## config.mk

```make
export PLATFORM = sky130hd
export DESIGN_NAME = ck_cipher_ex
export DESIGN_NICKNAME = d
export VERILOG_FILES = /design/src/rtl/ck_pkg.sv /design/src/rtl/ck_decode.sv /design/src/rtl/ck_exec.sv /design/src/rtl/ck_cipher_ex.sv
export SDC_FILE = /design/constraint.sdc
export NUM_CORES = 1
export LEC_CHECK = 0
export ABC_AREA = 1
export BUFFER_PORTS_ARGS = -buffer_cell sky130_fd_sc_hd__buf_2
export CAP_MARGIN = 20
export CORE_MARGIN = 3
export CORE_UTILIZATION = 52
export DETAILED_ROUTE_END_ITERATION = 12
export GPL_ROUTABILITY_DRIVEN = 0
export PLACE_DENSITY = 0.85
export SLEW_MARGIN = 25
export SYNTH_ARGS = -nofsm -noshare
export SYNTH_HDL_FRONTEND = slang
export SYNTH_SLANG_ARGS = --single-unit
```

## constraint.sdc

```tcl
create_clock -name vclk -period 2.47
set_clock_uncertainty 0.2 [all_clocks]
set_input_delay 0.3705 -clock vclk [all_inputs]
set_output_delay 0.3705 -clock vclk [all_outputs]
set_load 0.01 [all_outputs]
```

## src/rtl/ck_pkg.sv

```systemverilog
package ck_pkg;
    localparam logic [6:0] OPC_CUSTOM0 = 7'h0B;
    localparam logic [2:0] F3_ROR_ADD  = 3'b000;
    localparam logic [2:0] F3_ROL_XOR  = 3'b001;
    localparam int         IDX_W       = 4;

    typedef enum logic [0:0] {
        OP_ROR_ADD = 1'b0,
        OP_ROL_XOR = 1'b1
    } op_e;

    typedef struct packed {
        logic             hit;
        op_e              op;
        logic [IDX_W-1:0] rd;
    } dec_t;
endpackage

```

## src/rtl/ck_decode.sv

```systemverilog
module ck_decode
    import ck_pkg::*;
(
    input  logic [31:0] insn_i,
    output dec_t        dec_o
);
    logic [6:0] opc;
    logic [2:0] f3;

    assign opc = insn_i[6:0];
    assign f3  = insn_i[14:12];

    always_comb begin
        dec_o    = '0;
        dec_o.op = OP_ROR_ADD;
        if (opc == OPC_CUSTOM0) begin
            unique case (f3)
                F3_ROR_ADD: begin
                    dec_o.hit = 1'b1;
                    dec_o.op  = OP_ROR_ADD;
                end
                F3_ROL_XOR: begin
                    dec_o.hit = 1'b1;
                    dec_o.op  = OP_ROL_XOR;
                end
                default: dec_o.hit = 1'b0;
            endcase
        end
        if (dec_o.hit) begin
            dec_o.rd = insn_i[7 +: IDX_W];
        end
    end

    always_comb begin

        if (opc == OPC_CUSTOM0 && f3[2:1] != 2'b00) begin
            other_f3_chk: assert (!dec_o.hit);
        end
    end
endmodule

```

## src/rtl/ck_exec.sv

```systemverilog
module ck_exec
    import ck_pkg::*;
#(
    parameter int W       = 32,
    parameter int ROR_AMT = 8,
    parameter int ROL_AMT = 3
) (
    input  op_e          op_i,
    input  logic [W-1:0] a_i,
    input  logic [W-1:0] b_i,
    output logic [W-1:0] y_o
);
    localparam int RR = ROR_AMT % W;
    localparam int RL = ROL_AMT % W;

    logic [W-1:0]   a_ror;
    logic [W-1:0]   a_rol;
    logic [2*W-1:0] dbl;

    assign dbl = {a_i, a_i};

    generate
        if (RR == 0) begin : g_ror_none
            assign a_ror = a_i;
        end else begin : g_ror_rot
            assign a_ror = dbl[RR +: W];
        end
        if (RL == 0) begin : g_rol_none
            assign a_rol = a_i;
        end else begin : g_rol_rot
            assign a_rol = dbl[W-RL +: W];
        end
    endgenerate

    always_comb begin
        unique case (op_i)
            OP_ROR_ADD: y_o = a_ror + b_i;
            OP_ROL_XOR: y_o = a_rol ^ b_i;
            default:    y_o = '0;
        endcase
    end
endmodule

```

## src/rtl/ck_cipher_ex.sv

```systemverilog
module ck_cipher_ex
    import ck_pkg::*;
#(
    parameter int XLEN    = 32,
    parameter int ROR_AMT = 8,
    parameter int ROL_AMT = 3
) (
    input  logic [31:0]      insn_i,
    input  logic [XLEN-1:0]  rs1_val_i,
    input  logic [XLEN-1:0]  rs2_val_i,
    output logic             hit_o,
    output logic [IDX_W-1:0] rd_idx_o,
    output logic [XLEN-1:0]  result_o
);
    dec_t            dec;
    logic [XLEN-1:0] raw;

    ck_decode u_dec (
        .insn_i (insn_i),
        .dec_o  (dec)
    );

    ck_exec #(
        .W       (XLEN),
        .ROR_AMT (ROR_AMT),
        .ROL_AMT (ROL_AMT)
    ) u_exe (
        .op_i (dec.op),
        .a_i  (rs1_val_i),
        .b_i  (rs2_val_i),
        .y_o  (raw)
    );

    assign hit_o    = dec.hit;
    assign rd_idx_o = dec.rd;
    assign result_o = dec.hit ? raw : '0;

    function automatic logic [XLEN-1:0] rot_l(input logic [XLEN-1:0] x, input int n);
        logic [2*XLEN-1:0] d;
        d = {x, x} << (n % XLEN);
        return d[2*XLEN-1 -: XLEN];
    endfunction

    always_comb begin

        if (hit_o) begin
            hit_opc_chk: assert (insn_i[6:0] == OPC_CUSTOM0);
        end

        if (!hit_o) begin
            quiet_miss_chk: assert (result_o == '0 && rd_idx_o == '0);
        end

        if (hit_o) begin
            rd_field_chk: assert (rd_idx_o == insn_i[10:7]);
        end

        if (hit_o && insn_i[14:12] == F3_ROR_ADD) begin
            add_inverse_chk: assert (rot_l(result_o - rs2_val_i, ROR_AMT) == rs1_val_i);
        end

        if (hit_o && insn_i[14:12] == F3_ROL_XOR) begin
            xor_inverse_chk: assert (rot_l(result_o ^ rs2_val_i, XLEN - (ROL_AMT % XLEN)) == rs1_val_i);
        end
    end
endmodule

```

==> out/metrics.yaml, run 1 <==
global_route:
  overflow: 1
  grt_start_max_net_pins: 19
  grt_use_total_pct: 71.5
place:
  port_buffers: 115
  dp_hpwl_mm: 10.7
  place_ws_ns: -0.196
floorplan:
  io_pins: 133
  start_util_pct: 55.1
  die_h_um: 86.4
  die_w_um: 86.4
  core.rowCount: 28
status:
  stop_stage: "global routing (5_1_grt)"
  status: "stopped before the end"
  error_line: "[ERROR GRT-0232] Routing congestion too high. Check the congestion heatmap in the GUI."
logic_synthesis:
  synth_area_per_cell_um2: 4.76
  syn_area_mm2: 0.00336
  synth_nets: 834
  synth_top_area_share_pct: 29.3
  yosysTopAreaCell: "nand2_1"
  syn_inst: 706
  ys.warnings.count: 0
  synth_cell_type_count: 29
  netlist_top_cells_area: "nand2_1 (29%), inv_1 (17%), ha_1 (12%)"
  ys_seq_area_share_pct: 0
sta:
  worstEpCategory: "primary output"
  worst_endpoint: "result_o[22]"
-- through the flow --
step	hold slack (ns)	area, um^2	cells	setup TNS [ns]
after floorplan	0.628	3360	706	0
after global placement	0.829	4530	957	-1.37
after detailed placement	0.831	4530	957	-2.61
after CTS	0.832	5010	961	-0.0224
-- cells in the mapped netlist, drive strengths merged --
| library cell | count |
|---|---|
| nand2 | 269 |
| inv | 155 |
| nor2 | 73 |
| a21oi | 55 |
| nand3 | 51 |
| ha | 31 |
| xnor2 | 16 |
| o21ai | 12 |
| or2 | 12 |
| clkbuf | 6 |
| xor2 | 5 |
| buf | 4 |
| nand4 | 4 |
| nor3 | 3 |
| o21bai | 3 |
| o211ai | 2 |
| a21o | 1 |
| a221oi | 1 |
| and2 | 1 |
| fa | 1 |
| nand3b | 1 |
-- cell families after synthesis --
| kind of cell | count (synthesis) | share of synthesized area (%) |
|---|---|---|
| xor+xnor | 21 | 5.47 |
| simple gates | 414 | 51.7 |
| buf+inv | 165 | 18.6 |
| compound gates | 74 | 12.1 |
| fa+ha+maj | 32 | 12.1 |
-- what timing repair did --
item	4_1_cts
resized for setup	82
endpoints found under the setup margin	25
setup buffers	4
pin swaps	12
hold buffers	0
-- metal layers --
metal,track usage [%],overflow
met1,71.9,0
met2,89.6,0
met4,67.3,1
met5,11.2,0
met3,57.3,0
==> run 2: changes to the inputs <==
--- a/config.mk
+++ b/config.mk
@@ -9,10 +9,10 @@
 export BUFFER_PORTS_ARGS = -buffer_cell sky130_fd_sc_hd__buf_2
 export CAP_MARGIN = 20
 export CORE_MARGIN = 3
-export CORE_UTILIZATION = 52
+export CORE_UTILIZATION = 40
 export DETAILED_ROUTE_END_ITERATION = 12
 export GPL_ROUTABILITY_DRIVEN = 0
-export PLACE_DENSITY = 0.85
+export PLACE_DENSITY_LB_ADDON = 0.15
 export SLEW_MARGIN = 25
 export SYNTH_ARGS = -nofsm -noshare
 export SYNTH_HDL_FRONTEND = slang
==> run 2 against run 1 <==
  * The flow now finishes, with violations (negative setup slack)
  * Synthesized cell count unchanged
  * Synthesized area did not move
==> out/metrics.yaml, run 2 <==
final_layout:
  seq_cells: 0
  areaGrowthSynthToFinish_pct: 71.3
  clock_buffer_count: 0
  finalInstanceArea_mm2: 0.00576
  layout-drive-gt1-share_pct: 46.4
  final_common_cell: "nand2_1"
  antenna_cells: 0
  seqCellArea_um2: 0
  final_cell_mix: "nand2_1 (187), inv_1 (136), buf_2 (105)"
  nNetsFinal: 1044
sta:
  tightest_slew_ns: 0.565
  relSlewSlack_pct: 62.2
  fmax_mhz: 397
  finalSetupViolCount: 8
  maxSlewViolCount: 0
  period_share_pct: 102
  rsz0062_at_grt: "yes"
  worst_slack_ns: -0.0495
  layout_min_cycle_time_ns: 2.52
  finalHoldViolations: 0
detailed_routing:
  num_vias: 5250
  drc: 0
  first_pass_iters: 5
  routed_wl_mm: 14.9
  ant_nets: 0
  wl_per_cell_um: 14.7
  drt_iter0_markers: 314
  via_per_inst: 5.17
power_and_ir_drop:
  switching_share_pct: 54.6
  p_total_w: 0.00127
  clockPowerShare_pct: 0
  power_frac_comb_pct: 100.0
  seqPwrFrac_pct: 0
  p_leak_nw: 3.42
  vdd.ir_drop.worst_mv: 0.143
  switching_power_w: 0.000695
  p_per_area_mw_per_mm2: 221
  p_int_w: 0.000579
place:
  place_ws_ns: -0.186  # +0.00962 ns
  port_buffers: 115  # unchanged
  placed_cell_area_mm2: 0.00471  # +3.9%
  dp_hpwl_mm: 10.9  # +1.9%
worst_hold_path:
  worstHoldStart: "insn_i[10]"
  min_path_cells: 4
  hp-class: "input port to output port"
  hold_end: "rd_idx_o[3]"
floorplan:
  fp.dieArea_mm2: 0.00954
  core.rowCount: 32  # +14%
  start_util_pct: 42.4  # -13 points
  die_w_um: 97.7  # +13%
  die_h_um: 97.7  # +13%
  coreArea_mm2: 0.00793
  io_pins: 133  # unchanged
logic_synthesis:
  synth_area_per_cell_um2: 4.76  # unchanged
  synth_top_area_share_pct: 29.3  # unchanged
  syn_inst: 706  # unchanged
  synthXorXnorAreaFrac_pct: 5.47  # unchanged
  synth_nets: 834  # unchanged
  synth-compound-area-share_pct: 12.1  # unchanged
  synth.most_common_cell: "nand2_1"
  yosysTopAreaCell: "nand2_1"
  netlist_top_cells_area: "nand2_1 (29%), inv_1 (17%), ha_1 (12%)"
  ys_top_cells_by_count: "nand2_1 (262), inv_1 (153), nor2_1 (68)"
  ys.warnings.count: 0  # unchanged
  synth_cell_type_count: 29  # unchanged
  synth_top_family_by_area: "simple AND/OR/NAND/NOR gates"
  synthAdderAreaFrac_pct: 12.1  # unchanged
  yosys.area_share.simple_pct: 51.7  # unchanged
  syn_area_mm2: 0.00336  # unchanged
  synth.area.mux_share_pct: 0  # unchanged
  ys_seq_area_share_pct: 0  # unchanged
critical_path:
  path_class: "input port to output port"
  cp-end-kind: "output port"
  cp_num_buf_inv: 5
  crit_fanout: 4
  cp_top_family: "buffers and inverters"
  setup.worst_path.start_class: "input port"
  cp.required_ns: 1.90
  crit_chain: "buf_2 > ha_4 > nand2_2 > inv_2 > a21oi_2 > buf_4 > o21bai_1 > nand2_1 > nand4_1 > nand3_2 > nand2_1 > inv_1 > buf_2"
  worstPathArrival_ns: 1.95
  cp_slowest_cell: "ha_4"
  startpoint: "rs2_val_i[10]"
  max_stage_delay_ns: 0.31
global_route:
  grt_pass1_wl_mm: 21.3
  grt_use_total_pct: 26.6
  grt_start_max_net_pins: 18
  grt_pass1_vias: 4619
  antenna_found_initial: 0
  overflow: 0
status:
  status: "complete, but fails checks"
  violations: "negative setup slack"
job:
  drv_cap: 0
clock_network:
  postCtsHoldBufs: 0  # unchanged
==> run 2: cells by family (layout without fill, tap and decap cells) <==
group	after synthesis	in the layout
xor+xnor	21	21
simple gates	414	414
fa+ha+maj	32	32
compound gates	74	74
buf+inv	165	373
==> run 2: what timing repair did <==
item	CTS	global route
endpoints found under the setup margin	26	28
resized for setup	72	158
setup buffers	2	11
pin swaps	13	58
==> run 2: worst max path at each step <==
stage,endpoint,cells after the start
global route,result_o[24],14
CTS,result_o[25],13
detailed placement,result_o[28],15
floorplan,result_o[28],12
global placement,result_o[28],15
finish,result_o[24],13
==> run 2: routing by layer <==
| layer | global-route usage (%) | up-vias | share of wire [%] |
|---|---|---|---|
| met5 | 0 | - | 0 |
| met3 | 1.22 | 62 | 8.2 |
| met1 | 36.1 | 2338 | 41 |
| met2 | 44.0 | 289 | 45 |
| li1 | - | 2561 | - |
| met4 | 10.9 | 0 | 6.0 |
==> run 2: final cells by class <==
| cell class | count | area [um^2] |
|---|---|---|
| Fill cell | 653 | 2170 |
| Timing Repair Buffer | 218 | 1430 |
| Inverter | 155 | 582 |
| Multi-Input combinational cell | 541 | 3610 |
| Tap cell | 102 | 128 |
==> run 2: tightest hold or removal path: stages <==
cell    delay, ns
buf_2        0.10
inv_1        0.04
nor2_1       0.03
buf_2        0.13
==> run 2: per-stage QoR <==
step,setup TNS (ns),hold WS [ns],instances,utilization [%]
final,-0.146,0.835,1016,72.6
after global routing,-1.99,0.867,1016,72.6
after CTS,-0.0287,0.837,1005,64.8
after detailed placement,-2.59,0.835,1003,59.4
after global placement,-1.95,0.829,1003,59.4
after floorplan,0,0.628,706,-
==> run 2: power by group through the flow <==
stage               Sequential (W)  Combinational, W  Clock (W)
floorplan                        0          0.000529          0
CTS                              0           0.00103          0
detailed placement               0          0.000915          0
finish                           0           0.00127          0
global route                     0           0.00137          0
global placement                 0          0.000898          0
Note: power is estimated with default switching activity, not from simulation.
